`src/rtl/pic_init_pkg.sv`:
```
package pic_init_pkg;
  localparam int BYTE_W   = 8;
  localparam int SEL_BIT  = 4;
  localparam int OCW3_BIT = 3;
  localparam int LTIM_BIT = 3;
  localparam int ADI_BIT  = 2;
  localparam int SNGL_BIT = 1;
  localparam int IC4_BIT  = 0;
  localparam logic [2:0] OCW2_SET_PRIO = 3'b110;

  typedef enum logic [2:0] {
    ST_UNINIT = 3'd0,
    ST_W2     = 3'd1,
    ST_W3     = 3'd2,
    ST_W4     = 3'd3,
    ST_READY  = 3'd4
  } seq_state_e;

  typedef enum logic [2:0] {
    WK_NONE = 3'd0,
    WK_ICW1 = 3'd1,
    WK_ICWN = 3'd2,
    WK_IMR  = 3'd3,
    WK_OCW2 = 3'd4,
    WK_OCW3 = 3'd5
  } wr_kind_e;
endpackage

```
`src/rtl/pic_rst_sync.sv`:
```
module pic_rst_sync #(
  parameter int STAGES = 2
) (
  input  logic clk,
  input  logic rst_n_in,
  output logic rst_n_out
);
  logic [STAGES-1:0] chain_q;

  always_ff @(posedge clk or negedge rst_n_in) begin
    if (!rst_n_in) chain_q <= '0;
    else           chain_q <= {chain_q[STAGES-2:0], 1'b1};
  end

  assign rst_n_out = chain_q[STAGES-1];
endmodule

```
`src/rtl/pic_wr_decode.sv`:
```
module pic_wr_decode
  import pic_init_pkg::*;
(
  input  logic       wr_en,
  input  logic       wr_addr,
  input  logic       sel_bit,
  input  logic       ocw3_bit,
  input  seq_state_e state,
  output wr_kind_e   kind
);
  logic in_seq;
  assign in_seq = (state == ST_W2) || (state == ST_W3) || (state == ST_W4);

  always_comb begin
    kind = WK_NONE;
    if (wr_en) begin
      if (!wr_addr) begin
        if (sel_bit)                kind = WK_ICW1;
        else if (state == ST_READY) kind = ocw3_bit ? WK_OCW3 : WK_OCW2;
      end else begin
        if (in_seq)                 kind = WK_ICWN;
        else if (state == ST_READY) kind = WK_IMR;
      end
    end
  end
endmodule

```
`src/rtl/pic_seq_fsm.sv`:
```
module pic_seq_fsm
  import pic_init_pkg::*;
(
  input  logic       clk,
  input  logic       rst_n,
  input  wr_kind_e   kind,
  output seq_state_e state
);
  seq_state_e state_q, state_d;
  logic       state_en;

  always_comb begin
    state_d = state_q;
    if (kind == WK_ICW1) begin
      state_d = ST_W2;
    end else if (kind == WK_ICWN) begin
      unique case (state_q)
        ST_W2:   state_d = ST_W3;
        ST_W3:   state_d = ST_W4;
        ST_W4:   state_d = ST_READY;
        default: state_d = state_q;
      endcase
    end
  end

  assign state_en = (kind == WK_ICW1) || (kind == WK_ICWN);

  always_ff @(posedge clk or negedge rst_n) begin
    if (!rst_n)        state_q <= ST_UNINIT;
    else if (state_en) state_q <= state_d;
  end

  assign state = state_q;
endmodule

```
`src/rtl/pic_cfg_regs.sv`:
```
module pic_cfg_regs
  import pic_init_pkg::*;
#(
  parameter int NUM_IRQ = 8,
  localparam int PRIO_W = $clog2(NUM_IRQ),
  localparam int VEC_W  = BYTE_W - PRIO_W
) (
  input  logic              clk,
  input  logic              rst_n,
  input  wr_kind_e          kind,
  input  seq_state_e        state,
  input  logic [BYTE_W-1:0] data,
  output logic [BYTE_W-1:0] icw1_view,
  output logic [VEC_W-1:0]  vector_base,
  output logic [BYTE_W-1:0] cascade_map,
  output logic [PRIO_W-1:0] slave_id,
  output logic [BYTE_W-1:0] icw4_mode,
  output logic [NUM_IRQ-1:0] imr,
  output logic              edge_clr,
  output logic [PRIO_W-1:0] lowest_prio,
  output logic              special_mask,
  output logic              read_isr,
  output logic              cfg_error
);
  logic [BYTE_W-1:0]  icw1_q, icw1_d;
  logic [VEC_W-1:0]   vec_q, vec_d;
  logic [BYTE_W-1:0]  cmap_q, cmap_d;
  logic [PRIO_W-1:0]  sid_q, sid_d;
  logic [BYTE_W-1:0]  icw4_q, icw4_d;
  logic [NUM_IRQ-1:0] imr_q, imr_d;
  logic               edge_q, edge_d;
  logic [PRIO_W-1:0]  prio_q, prio_d;
  logic               smm_q, smm_d;
  logic               ris_q, ris_d;
  logic               err_q, err_d;
  logic               upd_en;

  always_comb begin
    icw1_d = icw1_q;
    vec_d  = vec_q;
    cmap_d = cmap_q;
    sid_d  = sid_q;
    icw4_d = icw4_q;
    imr_d  = imr_q;
    edge_d = 1'b0;
    prio_d = prio_q;
    smm_d  = smm_q;
    ris_d  = ris_q;
    err_d  = err_q;
    unique case (kind)
      WK_ICW1: begin
        icw1_d           = data;
        icw1_d[LTIM_BIT] = 1'b1;
        icw1_d[ADI_BIT]  = 1'b0;
        imr_d            = '0;
        edge_d           = 1'b1;
        prio_d           = '1;
        sid_d            = '1;
        smm_d            = 1'b0;
        ris_d            = 1'b0;
        icw4_d           = '0;
        err_d            = data[SNGL_BIT] | ~data[IC4_BIT];
      end
      WK_ICWN: begin
        unique case (state)
          ST_W2: vec_d = data[BYTE_W-1:PRIO_W];
          ST_W3: begin
            cmap_d = data;
            sid_d  = data[PRIO_W-1:0];
          end
          ST_W4: icw4_d = icw1_q[IC4_BIT] ? data : '0;
          default: ;
        endcase
      end
      WK_IMR:  imr_d = data[NUM_IRQ-1:0];
      WK_OCW2: if (data[7:5] == OCW2_SET_PRIO) prio_d = data[PRIO_W-1:0];
      WK_OCW3: begin
        if (data[1]) ris_d = data[0];
        if (data[6]) smm_d = data[5];
      end
      default: ;
    endcase
  end

  assign upd_en = (kind != WK_NONE) || edge_q;

  always_ff @(posedge clk or negedge rst_n) begin
    if (!rst_n) begin
      icw1_q <= '0;
      vec_q  <= '0;
      cmap_q <= '0;
      sid_q  <= '0;
      icw4_q <= '0;
      imr_q  <= '1;
      edge_q <= 1'b0;
      prio_q <= '1;
      smm_q  <= 1'b0;
      ris_q  <= 1'b0;
      err_q  <= 1'b0;
    end else if (upd_en) begin
      icw1_q <= icw1_d;
      vec_q  <= vec_d;
      cmap_q <= cmap_d;
      sid_q  <= sid_d;
      icw4_q <= icw4_d;
      imr_q  <= imr_d;
      edge_q <= edge_d;
      prio_q <= prio_d;
      smm_q  <= smm_d;
      ris_q  <= ris_d;
      err_q  <= err_d;
    end
  end

  assign icw1_view    = icw1_q;
  assign vector_base  = vec_q;
  assign cascade_map  = cmap_q;
  assign slave_id     = sid_q;
  assign icw4_mode    = icw4_q;
  assign imr          = imr_q;
  assign edge_clr     = edge_q;
  assign lowest_prio  = prio_q;
  assign special_mask = smm_q;
  assign read_isr     = ris_q;
  assign cfg_error    = err_q;
endmodule

```
`src/rtl/pic_init_seq.sv`:
```
module pic_init_seq
  import pic_init_pkg::*;
#(
  parameter int NUM_IRQ = 8,
  localparam int PRIO_W = $clog2(NUM_IRQ),
  localparam int VEC_W  = BYTE_W - PRIO_W
) (
  input  logic               clk,
  input  logic               rst_n,
  input  logic               wr_en,
  input  logic               wr_addr,
  input  logic [BYTE_W-1:0]  wr_data,
  output logic               init_busy,
  output logic               init_done,
  output logic               cfg_error,
  output logic [BYTE_W-1:0]  icw1_view,
  output logic [VEC_W-1:0]   vector_base,
  output logic [BYTE_W-1:0]  cascade_map,
  output logic [PRIO_W-1:0]  slave_id,
  output logic [BYTE_W-1:0]  icw4_mode,
  output logic [NUM_IRQ-1:0] imr,
  output logic               edge_clr,
  output logic [PRIO_W-1:0]  lowest_prio,
  output logic               special_mask,
  output logic               read_isr
);
  logic       rst_n_s;
  seq_state_e seq_state;
  wr_kind_e   wr_kind;

  pic_rst_sync #(.STAGES(2)) u_rst_sync (
    .clk       (clk),
    .rst_n_in  (rst_n),
    .rst_n_out (rst_n_s)
  );

  pic_wr_decode u_decode (
    .wr_en    (wr_en),
    .wr_addr  (wr_addr),
    .sel_bit  (wr_data[SEL_BIT]),
    .ocw3_bit (wr_data[OCW3_BIT]),
    .state    (seq_state),
    .kind     (wr_kind)
  );

  pic_seq_fsm u_fsm (
    .clk   (clk),
    .rst_n (rst_n_s),
    .kind  (wr_kind),
    .state (seq_state)
  );

  pic_cfg_regs #(.NUM_IRQ(NUM_IRQ)) u_regs (
    .clk          (clk),
    .rst_n        (rst_n_s),
    .kind         (wr_kind),
    .state        (seq_state),
    .data         (wr_data),
    .icw1_view    (icw1_view),
    .vector_base  (vector_base),
    .cascade_map  (cascade_map),
    .slave_id     (slave_id),
    .icw4_mode    (icw4_mode),
    .imr          (imr),
    .edge_clr     (edge_clr),
    .lowest_prio  (lowest_prio),
    .special_mask (special_mask),
    .read_isr     (read_isr),
    .cfg_error    (cfg_error)
  );

  assign init_busy = (seq_state == ST_W2) || (seq_state == ST_W3) || (seq_state == ST_W4);
  assign init_done = (seq_state == ST_READY);
endmodule

```
`config.mk`:
```
export PLATFORM = sky130hd
export DESIGN_NAME = pic_init_seq
export DESIGN_NICKNAME = d
export VERILOG_FILES = /design/src/rtl/pic_init_pkg.sv /design/src/rtl/pic_rst_sync.sv /design/src/rtl/pic_wr_decode.sv /design/src/rtl/pic_seq_fsm.sv /design/src/rtl/pic_cfg_regs.sv /design/src/rtl/pic_init_seq.sv
export SDC_FILE = /design/constraint.sdc
export NUM_CORES = 1
export LEC_CHECK = 0
export BUFFER_PORTS_ARGS = -buffer_cell sky130_fd_sc_hd__clkbuf_2
export CORE_MARGIN = 5
export CORE_UTILIZATION = 55
export CTS_CLUSTER_SIZE = 40
export DETAILED_ROUTE_END_ITERATION = 8
export PLACE_DENSITY = 0.94
export SLEW_MARGIN = 10
export SYNTH_ARGS = -nofsm -noshare
export SYNTH_HDL_FRONTEND = slang
export SYNTH_SLANG_ARGS = --single-unit
```
`constraint.sdc`:
```
create_clock -name clk -period 2.4 [get_ports clk]
set_input_delay 0.12 -clock clk [delete_from_list [all_inputs] [get_ports clk]]
set_output_delay 0.12 -clock clk [all_outputs]
set_load 0.05 [all_outputs]
```
Yosys cells after proc, flatten, opt, wreduce, memory -nomap -nowiden. Cells that the tools add are included.

Latch bits: 0. Memories: 0. Bits in registers: 51. Logic and storage cells: 73. Memory bits (writable): 0. Output and inout bits: 49. Bits in read-only memories: 0.

Multiply operators: 0. Add/subtract/negate cells: 0. Div/mod/pow operators: 0. Equality and inequality tests: 15. Shift operators: 0. Bitwise gates (word level): 2. Magnitude comparators: 0. Reductions and logical operators: 20. Mux-type cells: 23.

Operators with widths (count): one-hot mux 8 bit (2 select lines) (2); two-way mux 3 bit (9); AND reduction 3 bit (8); two-way mux 8 bit (2); == test 3 x 2 -> 1 bit, second input constant (4); == test 3 bit, second input constant (4); one-hot mux 3 bit (2 select lines) (2); one-hot mux 3 bit (3 select lines) (1); != test 2 bit, second input constant (4); nonzero test 2 bit (4); == test 3 x 1 -> 1 bit, second input constant (2); logical OR 1 bit (4); two-way mux 1 bit (4); one-hot mux 1 bit (2 select lines) (2); AND reduction 2 bit (2); nonzero test 4 bit (1); nonzero test 3 bit (1); two-way mux 2 bit (1); != test 2 x 1 -> 1 bit, second input constant (1); NOT 1 bit (1); OR 1 bit (1).

Depth between registers and ports, before layout. Gate-level depths: netlist of the first run.

Word-level depth: 9. Mapped depth: 6. Gate-level depth less buffers: 4.

Cells and area by module. A second synthesis of the first run with hierarchy kept.

Cells, all modules: 203. Area total of the unflattened synthesis: 2333.5 µm².

Modules (own cells, without submodules): pic_cfg_regs (area each 2020.7 µm², times used 1, cells an instance 170); pic_seq_fsm (area each 178.9 µm², times used 1, cells an instance 20); pic_wr_decode (area each 57.6 µm², times used 1, cells an instance 8); pic_rst_sync (area each 53.8 µm², times used 1, cells an instance 3); pic_init_seq (area each 22.5 µm², times used 1, cells an instance 2).

Least setup slack after synthesis of the first run. Ideal clock, no wire load.

Kind: register to register. From: register u_fsm.state_q[1], in the netlist u_fsm.state[1]. To: register u_regs.prio_q[1], in the netlist u_regs.lowest_prio[1]. Period minus slack after synthesis: 1.466 ns. Buffers on the path: 2. Setup time: 0.083 ns. Stages on the path, launching flop included: 7. Arrival: 1.383 ns. Slack: 0.934 ns. Cell sequence: dfrtp_1 -> buf_2 -> nor3b_2 -> buf_4 -> nand4_1 -> o21ai_0 -> o21ai_1.

Elaborated cells on any way between the ends: 20.

RTL lines: start: declaration (RTL line pic_seq_fsm.sv:9) `seq_state_e state_q, state_d;`; start signal: assignment (RTL line pic_seq_fsm.sv:30) `else if (state_en) state_q <= state_d;`; == test 3 bit *; named net init_done (RTL line pic_init_seq.sv:14) `output logic init_done,`; two-way mux 3 bit / two-way mux 2 bit (equally long branches) (RTL line pic_wr_decode.sv:19, pic_wr_decode.sv:22); two-way mux 3 bit (on tied branches) (RTL line pic_wr_decode.sv:18, pic_wr_decode.sv:21); two-way mux 3 bit * (RTL line pic_wr_decode.sv:17) `if (!wr_addr) begin`; two-way mux 3 bit * (RTL line pic_wr_decode.sv:16) `if (wr_en) begin`; == test 3 bit (tied with other cells) (RTL line pic_cfg_regs.sv:50) `unique case (kind)`; != test 2 x 1 -> 1 bit (no line) (tied with other cells); AND reduction 3 bit (no line); end signal: assignment (RTL line pic_cfg_regs.sv:108) `prio_q <= prio_d;`; end: declaration (RTL line pic_cfg_regs.sv:32) `logic [PRIO_W-1:0] prio_q, prio_d;`.

The timed path passes the listed nets; every way through them passes the cells marked *. A chain may end at the register's enable or synchronous reset.

Final worst setup path of the first run.
From: register u_fsm.state_q[1], in the netlist u_fsm.state[1]. To: output port init_done.

Longest elaborated chain between the ends: 1.

RTL lines: == test 3 bit (RTL line pic_init_seq.sv:73) `assign init_done = (seq_state == ST_READY);`; end: declaration (RTL line pic_init_seq.sv:14).

Every way passes these cells.

==> summary.md, run 1 <==
| Metric | Value |
|---|---|
| Overflow after GRT | `0` |
| PostCTS Resize Cnt | `0` |
| Wire per inst | `16.9 microns` |
| GRT Util Overall | `20.1%` |
| Commonest cells after routing, fill and taps aside | `59 x clkbuf_2, 39 x dfrtp_1, 21 x nand2_1` |
| Internal | `1600 uW` |
| Relative slew slack | `38.3%` |
| CP Capture Type | `output port` |
| Residual DRC | `0` |
| Net Sw Frac | `46.8%` |
| Syn_nets | `191` |
| Die X-Extent | `72.8 microns` |
| Achievable Freq | `506 MHz` |
| Post-layout minimum cycle time | `1.98 ns` |
| Synthesized area | `2170 sq um` |
| Hold WC Path Type | `input port to flop` |
| Worst setup SP type | `flop` |
| H-tree depth | `2` |
| PwrDens | `1180 nW/um^2` |
| Most common cell after layout, fill and taps aside | `clkbuf_2` |
| Crit path kind | `flop to output port` |
| Final WS setup | `0.424 ns` |
| Worst hold start | `wr_data[2]` |
| Post-synthesis sequential area ratio | `59.5%` |
| Final RePlAce weighted congestion | `0.864` |
| Max-cap viol count | `0` |
| CTS Buffer Depth | `2` |
| Row cnt | `22` |
| Final hold vios | `0` |
| Nets@finish | `247` |
| Yosys warning count | `0` |
| HPWL Detailed | `3460 microns` |
| Comb pwr share | `42.4%` |
| RSZ-0062 raised after global routing | `false` |
| Clock network power share | `16.4%` |
| DP Area | `2450 sq um` |
| Critical Path Stages | `2` |
| Post-synthesis cell count | `179` |
| Sink Count | `51` |
| CTS buffer count | `5` |
| Port bufs | `59` |
| Critical Path RT | `2.28 ns` |
| Drt total wl | `4810 microns` |
| Die area | `5300 sq um` |
| R2r endpoint | `u_regs.lowest_prio[1]` |
| Vias per std cell | `5.58` |
| Pre-CTS setup slack | `0.594 ns` |
| IO Pins | `61` |
| Critical Path, Cell by Cell | `nor3b_2 -> clkbuf_2` |
| Run status | `completed` |
| Root Buffer | `clkbuf_8` |
| CP bufs+invs | `1` |
| R2r setup slk | `0.56 ns` |
| Final instance area | `2550 sq um` |
| Post-layout util | `68.1%` |
| Setup Viol. Count Final | `0` |
| Clk pin slew, worst setup/hold paths | `0.10 ns` |
| Sum Neg Setup Slack | `0 ns` |
| Largest net degree at the start of global routing | `46` |
| Initial drt markers | `70` |
| Crit path arrival time | `1.86 ns` |
| Crit Reg-Reg Startpoint | `u_fsm.state[1]` |
| CP max FO | `12` |
| Worst skew pair latency | `0.31 ns` |
| Core ar. | `3740 sq um` |
| Final period utilization | `82.4%` |
| Layout cells sized above 1 | `44.5%` |
| Number of diodes | `0` |
| Via count of the first global-routing pass | `1682` |
| Clk_skew | `0.00819 ns` |
| Slowest stage delay, CP | `0.65 ns` |
| Number of library cell types mapped by synthesis | `38` |
| Number of synthesized flops with an enable pin | `0` |
| Initial antenna violation count | `0` |
| Layout area overhead | `17.7%` |
| Via count | `1586` |
| Initial Utilization | `57.9%` |
| Mapped Avg Cell Area | `12.1 sq um` |
| VDD IR max | `0.796 mV` |
| Post-synth top flop | `dfrtp_1` |
| CTS tree | `built` |
| Routed Antenna Nets | `0` |
| R2R depth | `4` |
| Max Slew Vio Count | `0` |
| Slowest CP cell | `nor3b_2` |
| NetSw | `1410 uW` |
| Async SR Flop Fraction | `100%` |
| Slew of the pin with the lowest slew margin | `0.925 ns` |
| Chip height | `72.8 microns` |
| Seq cells post-synth | `51` |
| Static Leak | `0.00122 uW` |
| First-pass GRT wire length | `8090 microns` |
| Worst setup path startpoint | `u_fsm.state[1]` |
| DRT Pass-1 Iters | `4` |
| CP endpoint | `init_done` |
| Share of power burned in registers | `41.2%` |
| CP top delay family | `simple AND/OR/NAND/NOR gates` |
| Layout fillers | `288` |
==> power groups by stage <==
stage | Clock (uW) | Combinational, uW | Sequential (uW)
final | 493 | 1270 | 1240
after detailed placement | 0 | 1280 | 1250
after floorplan | 0 | 387 | 1860
after global routing | 543 | 1340 | 1270
after CTS | 498 | 1280 | 1230
after global placement | 0 | 1260 | 1240
==> kinds of logic (layout without fill, tap and decap cells) <==
logic type / count (synthesis) / count (layout) / share of synthesized area, %
buffers and inverters: 17 / 74 / 4.56
DFF: 51 / 51 / 59.5
and+or+nand+nor: 54 / 54 / 15.1
muxes: 15 / 15 / 7.79
AOI/OAI and AO/OA: 40 / 40 / 12.8
other: 2 / 2 / 0.346
==> routing by layer <==
metal	wire (microns)	GRT usage (%)	share of wire (%)
met3	271	5.65	5.6
met2	2410	33.5	50
met5	0	0	0
met1	2040	24.9	43
met4	77	7.58	1.6
==> how the worst min path moves through the flow <==
stage	endpoint	slack, ns	depth (start not counted)
floorplan	u_rst_sync.chain_q[0]	-0.18	0
global placement	u_rst_sync.chain_q[0]	-0.1	1
detailed placement	u_rst_sync.chain_q[0]	-0.09	1
CTS	u_regs.imr[2]	0.10	3
global route	u_rst_sync.chain_q[1]	0.12	2
finish	u_regs.imr[2]	0.11	3
==> cell type report <==
class | count | area, sq um | share of cell area, %
Clock buffer | 6 | 72.6 | 2.84
Clock inverter | 2 | 16.3 | 0.638
Inverter | 5 | 18.8 | 0.736
Multi-Input combinational cell | 111 | 779 | 30.6
Sequential cell | 51 | 1290 | 50.6
Tap cell | 48 | 60.1 | 2.35
Timing Repair Buffer | 61 | 313 | 12.3
==> registers in the layout, indices dropped and copies added (netlist names) <==
signal,flops
u_regs.cascade_map,8
u_regs.icw4_mode,8
u_regs.imr,8
u_regs.icw1_view,7
u_regs.vector_base,5
u_fsm.state,3
u_regs.lowest_prio,3
u_regs.slave_id,3
u_rst_sync.chain_q,2
u_regs.cfg_error,1
u_regs.edge_clr,1
u_regs.read_isr,1
u_regs.special_mask,1
==> tightest hold or removal path, stage by stage <==
cell and delay, ns:
clkbuf_2 0.13, nand4_1 0.11, nand2_1 0.06
==> cells in the mapped netlist, drive strengths merged, types with 3 or more instances <==
master	n	area, sq um
buf	10	72.6
nor3b	3	38.8
a31oi	4	25.0
dfstp	11	289
mux2	15	169
nand4	8	50.1
nand2	21	78.8
dfrtp	40	1000
a21oi	5	25.0
inv	5	18.8
a22o	9	78.8
nor2	9	33.8
o21ai	15	90.1
==> what timing repair did <==
| action | in CTS | in global routing |
|---|---|---|
| buffers inserted | 0 | 0 |
| hold buffers | 1 | 0 |
| endpoints found under the hold margin | 2 | 0 |
==> through the flow <==
step / instances / hold slack (ns) / total power [uW]
after floorplan: 179 / -0.176 / 2250
after global placement: 275 / -0.0952 / 2490
after detailed placement: 275 / -0.0908 / 2530
after CTS: 284 / 0.101 / 3020
after global routing: 284 / 0.117 / 3150
final: 284 / 0.105 / 3000
(Power assumes the default switching activity.)
==> run 2, diff against run 1 <==
--- a/config.mk
+++ b/config.mk
@@ -5,12 +5,13 @@
 export SDC_FILE = /design/constraint.sdc
 export NUM_CORES = 1
 export LEC_CHECK = 0
+export ABC_AREA = 1
 export BUFFER_PORTS_ARGS = -buffer_cell sky130_fd_sc_hd__clkbuf_2
 export CORE_MARGIN = 5
-export CORE_UTILIZATION = 55
+export CORE_UTILIZATION = 46
 export CTS_CLUSTER_SIZE = 40
 export DETAILED_ROUTE_END_ITERATION = 8
-export PLACE_DENSITY = 0.94
+export PLACE_DENSITY = 0.85
 export SLEW_MARGIN = 10
 export SYNTH_ARGS = -nofsm -noshare
 export SYNTH_HDL_FRONTEND = slang
==> constraint.sdc (replaced) <==
create_clock -name clk -period 1.8 [get_ports clk]
set_input_delay 0.09 -clock clk [delete_from_list [all_inputs] [get_ports clk]]
set_output_delay 0.09 -clock clk [all_outputs]
set_load 0.05 [all_outputs]
==> run 2 against run 1 <==
Net effect:
- sequential share of layout area decreased by 3.1 points
- critical endpoint is now u_regs.icw4_mode[6]
- global-route usage decreased by 2.0 points
- sequential power increased by 44%
- synthesized area increased by 0.12%
==> summary.md, run 2 <==
| Metric | Value |
|---|---|
| Run status | `completed` |
| Initial drt markers | `103` |
| Wire per inst | `14.3 microns` |
| Most common cell after layout, fill and taps aside | `clkbuf_2` |
| Root Buffer | `clkbuf_8` |
| Cell taking the most area after synthesis | `dfrtp_1` |
| Post-synthesis cell count | `235` |
| Relative slew slack | `65.9%` |
| Synth top area cells | `dfrtp_1 46%, dfstp_2 13%, nand2_1 9.9%` |
| Clk pin slew, worst setup/hold paths | `0.10 ns` |
| CTS Buffer Depth | `2` |
| CP Capture Type | `flop` |
| Net Sw Frac | `51.0%` |
| NetSw | `2510 uW` |
| Crit path kind | `flop to flop` |
| Most numerous cell in the Yosys netlist | `nand2_1` |
| Layout cells sized above 1 | `35.2%` |
| Vias per std cell | `5.04` |
| CP max FO | `14` |
| Die area | `6190 sq um` |
| H-tree depth | `2` |
| Initial antenna violation count | `0` |
| Number of diodes | `0` |
| Final instance area | `2720 sq um` |
| VDD IR max | `0.900 mV` |
| Layout area overhead | `25.2%` |
| CTS tree | `built` |
| Post-synth top flop | `dfrtp_1` |
| Residual DRC | `0` |
| PwrDens | `1810 nW/um^2` |
| Setup Viol. Count Final | `0` |
| Core ar. | `4660 sq um` |
| Hold WC Path Type | `input port to flop` |
| Port bufs | `59` |
| Top-area cell type share of the netlist area | `46.1%` |
| Routed Antenna Nets | `0` |
| Die X-Extent | `78.7 microns` |
| Yosys warning count | `0` |
| Top cells by count, synth | `57 x nand2_1, 40 x dfrtp_1, 30 x nand3_1` |
| HPWL Detailed | `3760 microns` |
| Share of power burned in registers | `36.3%` |
| Clk_skew | `0.00827 ns` |
| Final hold vios | `0` |
| Placed Instances | `349` |
| Initial Utilization | `46.6%` |
| Crit path arrival time | `1.86 ns` |
| Slew of the pin with the lowest slew margin | `0.509 ns` |
| Achievable Freq | `601 MHz` |
| Post-layout minimum cycle time | `1.66 ns` |
| Sum Neg Setup Slack | `0 ns` |
| Comb pwr share | `49.7%` |
| Sink Count | `51` |
| CTS buffer count | `5` |
| Final period utilization | `92.4%` |
| IO Pins | `61` |
| Worst hold start | `wr_data[2]` |
| Nets@finish | `321` |
| Worst skew pair latency | `0.31 ns` |
| Synthesized area | `2170 sq um` |
| Final RePlAce weighted congestion | `0.826` |
| Hold path endpoint | `u_regs.imr[2]` |
| DP Area | `2560 sq um` |
| Async SR Flop Fraction | `100%` |
| R2r endpoint | `u_regs.icw4_mode[6]` |
| R2r setup slk | `0.14 ns` |
| Max-cap viol count | `0` |
| Crit Reg-Reg Startpoint | `u_fsm.state[0]` |
| Internal | `2410 uW` |
| Chip height | `78.7 microns` |
| Commonest cells after routing, fill and taps aside | `59 x clkbuf_2, 56 x nand2_1, 39 x dfrtp_1` |
| Post-synthesis sequential area ratio | `59.4%` |
| Drt total wl | `5220 microns` |
| Via count | `1836` |
| Number of synthesized flops with an enable pin | `0` |
| Largest net degree at the start of global routing | `50` |
| Static Leak | `0.00144 uW` |
| Max Slew Vio Count | `0` |
| First-pass GRT wire length | `8740 microns` |
| Worst hold stages | `3` |
| Clock network power share | `14.0%` |
| Overflow after GRT | `0` |
| R2R depth | `9` |
| Layout fillers | `403` |
| DRT Pass-1 Iters | `4` |
| Via count of the first global-routing pass | `1799` |
| Row cnt | `25` |
| Critical Path RT | `1.99 ns` |
| Mapped Avg Cell Area | `9.24 sq um` |
| Number of library cell types mapped by synthesis | `23` |
| RSZ-0062 raised after global routing | `false` |
| Seq cells post-synth | `51` |
| GRT Util Overall | `18.1%` |
| Syn_nets | `247` |
| Worst setup SP type | `flop` |
| Final cell count without fillers | `364` |
run 2: power by group through the flow:
stage / clock network [uW] / logic, uW / registers [uW]
final: 690 / 2450 / 1790
after floorplan: 0 / 632 / 2990
after CTS: 691 / 2440 / 1780
after global routing: 731 / 2610 / 1840
after global placement: 0 / 2390 / 1800
after detailed placement: 0 / 2430 / 1800
run 2: metal layers:
layer | vias to the layer above | track usage, % | wire, microns
met5 | - | 0 | 0
met4 | 0 | 6.64 | 68
met3 | 7 | 3.51 | 354
met2 | 61 | 29.8 | 2500
met1 | 872 | 23.8 | 2300
li1 | 896 | - | -
run 2: area by class of cell:
cell class,instances,area [sq um],share of cell area [%]
Sequential cell,51,1290,47.5
Multi-Input combinational cell,154,757,27.8
Timing Repair Buffer,74,423,15.6
Inverter,23,86.3,3.18
Clock buffer,6,82.6,3.04
Tap cell,54,67.6,2.49
Clock inverter,2,11.3,0.414
run 2: cells by family (layout without fill, tap and decap cells):
family | after synthesis | after routing | share of synthesized area (%)
AND/OR/NAND/NOR | 122 | 122 | 27.3
AO/OA/AOI/OAI | 30 | 30 | 7.03
flip-flops | 51 | 51 | 59.4
other | 2 | 2 | 0.346
buffers and inverters | 30 | 105 | 5.94
run 2: critical path, stage by stage, from the launching register on:
cell	delay [ns]
dfrtp_1	0.47
inv_1	0.12
nand2_2	0.09
nand2_1	0.08
nand2_1	0.06
nand2_2	0.10
nand4_4	0.24
buf_4	0.26
nand3_1	0.07
nand2_1	0.06
run 2: how the worst max path moves through the flow:
stage	startpoint	endpoint	slack (ns)
finish	u_fsm.state[0]	u_regs.icw4_mode[6]	0.14
CTS	u_fsm.state[0]	u_regs.icw4_mode[6]	0.13
global placement	u_fsm.state[2]	u_regs.lowest_prio[2]	0.22
floorplan	u_fsm.state[1]	u_regs.icw1_view[3]	0.03
global route	u_fsm.state[0]	u_regs.icw4_mode[0]	0.02
detailed placement	u_fsm.state[0]	u_regs.lowest_prio[2]	0.16
run 2: what timing repair did:
item / in CTS / in global routing
hold buffers: 1 / 0
buffers inserted: 0 / 6
resized for setup: 0 / 2
endpoints found under the setup margin: 0 / 10
endpoints found under the hold margin: 2 / 0
run 2: per-stage QoR:
| step | setup WS (ns) | total power [uW] | utilization [%] | hold WS (ns) |
|---|---|---|---|---|
| 6_report | 0.136 | 4920 | 58.3 | 0.0510 |
| 3_5_place_dp | 0.161 | 4230 | 55.0 | -0.122 |
| 3_3_place_gp | 0.215 | 4190 | 55.0 | -0.125 |
| 5_1_grt | 0.0151 | 5190 | 58.3 | 0.0575 |
| 2_1_floorplan | 0.0267 | 3620 | - | -0.206 |
| 4_1_cts | 0.127 | 4910 | 57.3 | 0.0432 |
